<file path="config.mk">
export PLATFORM = sky130hd
export DESIGN_NAME = gated_reload_timer
export DESIGN_NICKNAME = d
export VERILOG_FILES = /design/src/rtl/gtimer_pkg.sv /design/src/rtl/tmr_gate_mux.sv /design/src/rtl/tmr_prescaler.sv /design/src/rtl/tmr_count_core.sv /design/src/rtl/tmr_irq_flag.sv /design/src/rtl/gated_reload_timer.sv
export SDC_FILE = /design/constraint.sdc
export NUM_CORES = 1
export LEC_CHECK = 0
export CORE_MARGIN = 5
export CORE_UTILIZATION = 48
export DETAILED_ROUTE_END_ITERATION = 10
export PLACE_DENSITY = 0.8
export SLEW_MARGIN = 20
export SYNTH_ARGS = -nofsm -noshare
export SYNTH_HDL_FRONTEND = slang
export SYNTH_SLANG_ARGS = --single-unit
</file>
<file path="constraint.sdc">
create_clock -name clk -period 2.7 [get_ports clk]
set_input_delay 0.54 -clock clk [delete_from_list [all_inputs] [get_ports clk]]
set_output_delay 0.54 -clock clk [all_outputs]
set_load 0.02 [all_outputs]
</file>
<file path="src/rtl/gtimer_pkg.sv">
package gtimer_pkg;
  typedef enum logic [1:0] {
    GATE_OFF     = 2'd0,
    GATE_PIN_A   = 2'd1,
    GATE_PIN_B   = 2'd2,
    GATE_OFF_ALT = 2'd3
  } gate_mode_e;
endpackage

</file>
<file path="src/rtl/tmr_gate_mux.sv">
module tmr_gate_mux
  import gtimer_pkg::*;
(
  input  logic [1:0] gate_sel,
  input  logic       gate_a,
  input  logic       gate_b,
  output logic       gate_open
);
  gate_mode_e mode;
  assign mode = gate_mode_e'(gate_sel);

  always_comb begin
    case (mode)
      GATE_PIN_A: gate_open = gate_a;
      GATE_PIN_B: gate_open = gate_b;
      default:    gate_open = 1'b1;
    endcase
  end
endmodule

</file>
<file path="src/rtl/tmr_prescaler.sv">
module tmr_prescaler #(
  parameter int PRE_W = 12
) (
  input  logic             clk,
  input  logic             rst_n,
  input  logic             restart,
  input  logic             run,
  input  logic [PRE_W-1:0] presc_val,
  output logic             tick
);
  localparam int PW = PRE_W + 1;

  logic [PW-1:0] phase;
  logic [PW-1:0] limit;

  // Period of 2P+1 clocks: phase walks 0 .. 2P.
  assign limit = {presc_val, 1'b0};
  assign tick  = run && (phase >= limit);

  always_ff @(posedge clk or negedge rst_n) begin
    if (!rst_n) begin
      phase <= '0;
    end else if (restart || tick) begin
      phase <= '0;
    end else if (run) begin
      phase <= phase + PW'(1);
    end
  end
endmodule

</file>
<file path="src/rtl/tmr_count_core.sv">
module tmr_count_core #(
  parameter int CNT_W = 16
) (
  input  logic             clk,
  input  logic             rst_n,
  input  logic             start_req,
  input  logic             stop_req,
  input  logic             tick,
  input  logic             auto_restart,
  input  logic [CNT_W-1:0] reload_val,
  output logic [CNT_W-1:0] count,
  output logic             running,
  output logic             hit
);
  logic at_end;

  assign at_end = (count <= CNT_W'(1));
  assign hit    = tick && running && !stop_req && !start_req && at_end;

  always_ff @(posedge clk or negedge rst_n) begin
    if (!rst_n) begin
      count   <= '0;
      running <= 1'b0;
    end else if (stop_req) begin
      running <= 1'b0;
    end else if (start_req) begin
      running <= 1'b1;
      count   <= reload_val;
    end else if (tick && running) begin
      if (at_end) begin
        count   <= auto_restart ? reload_val : '0;
        running <= auto_restart;
      end else begin
        count   <= count - CNT_W'(1);
      end
    end
  end
endmodule

</file>
<file path="src/rtl/tmr_irq_flag.sv">
module tmr_irq_flag (
  input  logic clk,
  input  logic rst_n,
  input  logic hit,
  input  logic clr,
  input  logic en,
  output logic flag,
  output logic irq
);
  always_ff @(posedge clk or negedge rst_n) begin
    if (!rst_n)   flag <= 1'b0;
    else if (hit) flag <= 1'b1;
    else if (clr) flag <= 1'b0;
  end

  assign irq = flag & en;
endmodule

</file>
<file path="src/rtl/gated_reload_timer.sv">
module gated_reload_timer #(
  parameter int CNT_W = 16,
  parameter int PRE_W = 12
) (
  input  logic             clk,
  input  logic             rst_n,
  input  logic [CNT_W-1:0] reload_val,
  input  logic [PRE_W-1:0] presc_val,
  input  logic             auto_restart,
  input  logic             auto_start_en,
  input  logic [1:0]       gate_sel,
  input  logic             start_now,
  input  logic             stop_now,
  input  logic             tx_end,
  input  logic             gate_a,
  input  logic             gate_b,
  input  logic             irq_clr,
  input  logic             irq_en,
  output logic [CNT_W-1:0] count,
  output logic             running,
  output logic             timer_flag,
  output logic             irq
);
  logic start_req;
  logic go;
  logic gate_open;
  logic tick;
  logic hit;

  assign start_req = start_now | (tx_end & auto_start_en);
  assign go        = start_req & ~stop_now;

  tmr_gate_mux u_gate (
    .gate_sel  (gate_sel),
    .gate_a    (gate_a),
    .gate_b    (gate_b),
    .gate_open (gate_open)
  );

  tmr_prescaler #(.PRE_W(PRE_W)) u_presc (
    .clk       (clk),
    .rst_n     (rst_n),
    .restart   (go),
    .run       (running & gate_open),
    .presc_val (presc_val),
    .tick      (tick)
  );

  tmr_count_core #(.CNT_W(CNT_W)) u_core (
    .clk          (clk),
    .rst_n        (rst_n),
    .start_req    (start_req),
    .stop_req     (stop_now),
    .tick         (tick),
    .auto_restart (auto_restart),
    .reload_val   (reload_val),
    .count        (count),
    .running      (running),
    .hit          (hit)
  );

  tmr_irq_flag u_flag (
    .clk   (clk),
    .rst_n (rst_n),
    .hit   (hit),
    .clr   (irq_clr),
    .en    (irq_en),
    .flag  (timer_flag),
    .irq   (irq)
  );
endmodule

</file>
==> impl_summary.md <==
Outcome
The run finished with clean final reports.

Synth
The post-synthesis cell type count is 46. The xor-xnor portion of the synthesized cell area is 0.04466. The most used flip-flop cell after synthesis is sky130_fd_sc_hd__dfrtp_1. The average footprint of a synthesized cell is 8.914 um2. Of all flip-flops after synthesis, the portion carrying an async set or reset was 1.000. The number of synthesized flops with an enable pin is 0. Counting flops and latches in the post-synthesis netlist gives 31. The complex-gate fraction of the synthesized area came to 0.2483. The mapped netlist covers 0.002157 mm2. Of the post-synthesis cell area, the dominant cell type holds 0.3596. Of the total synthesized cell area, the portion taken by AND, OR, NAND and NOR gates is 0.1758. Of the total synthesized cell area, the portion taken by full adders, half adders and majority gates is 0.09861. The largest total area in the synthesized netlist belongs to sky130_fd_sc_hd__dfrtp_1.

Of the synthesized area, sequential elements account for 0.3596. The number of warnings printed during yosys synthesis is 0. After synthesis, the largest family of logic cells by area is compound AO/OA/AOI/OAI gates. Yosys attributes the largest share of cell area to sky130_fd_sc_hd__dfrtp_1 (36%), sky130_fd_sc_hd__ha_1 (9.9%), sky130_fd_sc_hd__nor2_1 (4.4%), sky130_fd_sc_hd__o31ai_1 (4.2%), sky130_fd_sc_hd__inv_1 (3.7%). Of the post-synthesis cell area, the part taken by muxes is 0.009281. The number of nets handed over by synthesis was 300.

After technology mapping, the gate count stands at 242.

Drt
The total length of routed wires is 5.613 mm. The average wire per cell in the routed design is 15.42 um. The number of detailed-routing iterations run before antenna repair is 4. The routed layout has 2108 vias.

The violation count after the first detailed-route iteration is 133. The number of design rule violations left after detail routing is 0. The vias per cell is 5.791. The residual antenna-violating net count after detailed routing is 0.

Die
The die width is 77.04 um. The vertical die dimension is 77.04 um. The die covers 0.005934 mm2.

The number of top-level pins is 60. The initialized floorplan defines 24 standard-cell rows. The region available for standard cell placement spans 0.004354 mm2. The starting utilization of the core area is 0.4954.

Clock tree
The CTS sink count is 31. The number of setup buffers added after CTS is 0. The clock root buffer is sky130_fd_sc_hd__clkbuf_8. The clock reaches the later pin of the worst-skew pair after 0.28 ns. The buffer depth of the longest clock path is 2. The number of buffers created by CTS is 5. Once the clock tree was built, the resizer swapped 0 gates to a different size. The H-tree was split into 2 levels. Buffers inserted to repair hold after CTS numbered 0. The clock input transition at the sequential cells of the worst setup and hold paths is 0.06 ns.

TritonCTS built the clock tree.

Power
The static power due to leakage is 1.311 nW. The power after layout is 0.001574 W. The peak supply drop is 0.2993 mV. The power density of the placed cells is 536.9 mW/mm2.

Worst setup path
The largest single stage delay on the critical path is 0.46 ns. STA classifies the critical path startpoint as an input port. The biggest fanout along the worst timing path is 12. The required time at the endpoint of the critical path is 2.86 ns. The kind of cell adding the most delay to the critical path is compound AO/OA/AOI/OAI gates. The type of destination of the critical path is a flop. Data arrives at the worst endpoint at 2.62 ns. The signal on the critical path passes through clkdlybuf4s50_1 -> inv_1 -> ha_1 -> o2111ai_1 -> and3_1 -> o21a_1 -> a41o_2 -> buf_4 -> o31ai_1 -> o21ai_1. The critical path in this run is classified as in2reg. Counting both buffers and inverters, the worst setup path holds a total of 3.

The cell type of the slowest stage on the worst timing path is sky130_fd_sc_hd__clkdlybuf4s50_1.

Timing
The smallest clock period supported by the final layout is computed as 2.459 ns. The final count of hold timing violations is 0. The worst-margin pin slew is 0.6162 ns. The total setup violations reported at the end of the flow is 0. Timing would allow up to 0.4067 GHz. For the final routed database, the setup TNS stands at 0 ns.

The worst pin sits at a relative slew slack of 0.5892. The count of pins over their slew limit is 0. The final critical-path share of the clock period is 0.9107. Across the routed clock network, the largest skew measured is 0.005627 ns.

Setup repair after global routing left no endpoint under its margin.

Cells and area
In the final design database the tool counted 370 nets. The repair_antennas step left the layout with diodes totalling 0. The number of fillers in the final layout is 359.

Leaving out fill and tap cells, the most frequent cells in the layout are sky130_fd_sc_hd__clkdlybuf4s50_1 (59), sky130_fd_sc_hd__dfrtp_1 (31), sky130_fd_sc_hd__nor2_1 (25), sky130_fd_sc_hd__inv_1 (21), sky130_fd_sc_hd__ha_1 (17). In the final layout, the share of cells above drive strength 1 is 0.08654. The relative area change from synthesis to final layout is 35.90%. The most common cell after layout, fill and taps aside is sky130_fd_sc_hd__clkdlybuf4s50_1.

Placement
During placement, the flow inserted port buffers numbering 59. Routability-driven placement finished with a final weighted congestion of 0.9778. The post-DP HPWL is 4.275 mm.

Global route
The maximum number of pins on one net before global-route repair is 32. The remaining global-route overflow is 0. The number of global-route vias before repair was 2098. The first-pass GRT wire length is 9.804 mm. The number of antenna violations at the first check in global routing is 0. Across every metal layer, demand over resource in global routing totals 0.1991.

Job
The tool flagged a number of max-cap violations equal to 0.

Worst hold path
The path class of the lowest-slack min-delay path is reg2reg.
[flip-flops by register name, indices dropped and copies added (netlist names)]
signal and count:
u_core.count 16, u_core.running 1, u_flag.flag 1, u_presc.phase 13
[cell families after synthesis]
kind of cell,count (synthesis)
buffers and inverters,29
flip-flops,31
multiplexers,2
adder cells (fa/ha/maj),17
XOR/XNOR,11
AND/OR/NAND/NOR,73
AO/OA/AOI/OAI,79
[power breakdown]
group          switching [W]  internal [W]  total [W]
sequential         0.0000870      0.000528   0.000615
combinational       0.000312      0.000279   0.000592
clock               0.000168      0.000200   0.000367
total               0.000567       0.00101    0.00157
[cells in the mapped netlist, types with 3 or more instances]
| cell type | count |
|---|---|
| sky130_fd_sc_hd__buf_6 | 3 |
| sky130_fd_sc_hd__nor4_2 | 3 |
| sky130_fd_sc_hd__a31oi_1 | 6 |
| sky130_fd_sc_hd__inv_1 | 21 |
| sky130_fd_sc_hd__dfrtp_1 | 31 |
| sky130_fd_sc_hd__nand4_1 | 5 |
| sky130_fd_sc_hd__nand2b_1 | 3 |
| sky130_fd_sc_hd__nand2_1 | 13 |
| sky130_fd_sc_hd__a32oi_1 | 3 |
| sky130_fd_sc_hd__and2_1 | 3 |
| sky130_fd_sc_hd__nor3_1 | 5 |
| sky130_fd_sc_hd__nor2_1 | 25 |
| sky130_fd_sc_hd__ha_1 | 17 |
| sky130_fd_sc_hd__o21ai_0 | 5 |
| sky130_fd_sc_hd__nand3_1 | 6 |
| sky130_fd_sc_hd__a21oi_1 | 14 |
| sky130_fd_sc_hd__o31ai_1 | 12 |
| sky130_fd_sc_hd__a22oi_1 | 10 |
| sky130_fd_sc_hd__xor2_1 | 9 |
| sky130_fd_sc_hd__o21ai_1 | 14 |
[worst register-to-register path: stages, from the launching register on]
cell	delay (ns)
sky130_fd_sc_hd__dfrtp_1	0.41
sky130_fd_sc_hd__nor4_2	0.41
sky130_fd_sc_hd__nor3b_2	0.50
sky130_fd_sc_hd__a21oi_1	0.32
sky130_fd_sc_hd__a21o_1	0.24
sky130_fd_sc_hd__o21ai_0	0.16
sky130_fd_sc_hd__o21ai_1	0.09
[per-stage QoR]
stage	hold WS, ns	setup WS [ns]	utilization	instances	instance area (um2)
after floorplan	0.2444	0.4675	-	242	2157
after global placement	0.5321	0.0008205	0.6532	357	2844
after detailed placement	0.5338	-0.08002	0.6532	357	2844
after CTS	0.5441	0.2237	0.6733	364	2932
after global routing	0.5744	0.06465	0.6733	364	2932
final	0.5381	0.2410	0.6733	364	2932
[metal layers]
| metal | GRT usage | share of wire | wire, um | vias up |
|---|---|---|---|---|
| met3 | 0.05035 | 0.076 | 429 | 8 |
| met1 | 0.2590 | 0.42 | 2335 | 979 |
| li1 | - | - | - | 1031 |
| met5 | 0 | 0 | 0 | - |
| met2 | 0.3285 | 0.50 | 2790 | 90 |
| met4 | 0.05326 | 0.010 | 58 | 0 |
[worst paths after layout]
kind	from	endpoint	slack (ns)	depth (start not counted)
worst min register to register	u_flag.flag	u_flag.flag	0.54	2
max in group asynchronous	rst_n	u_core.count[6]	1.75	2
worst max-delay path	presc_val[11]	u_core.count[3]	0.24	10
min in group asynchronous	rst_n	u_presc.phase[0]	0.66	2
worst min-delay path	u_flag.flag	u_flag.flag	0.54	2
worst max register to register	u_core.count[11]	u_core.count[4]	0.45	6
[final cells by class]
class                           count  area, um2  share of cell area
Clock buffer                        6      82.58             0.02817
Timing Repair Buffer               71      680.7              0.2322
Sequential cell                    31      775.7              0.2646
Inverter                           21      78.83             0.02689
Clock inverter                      1      5.005            0.001707
Tap cell                           52      65.06             0.02219
Multi-Input combinational cell    182       1244              0.4242
(Power assumes the default switching activity.)
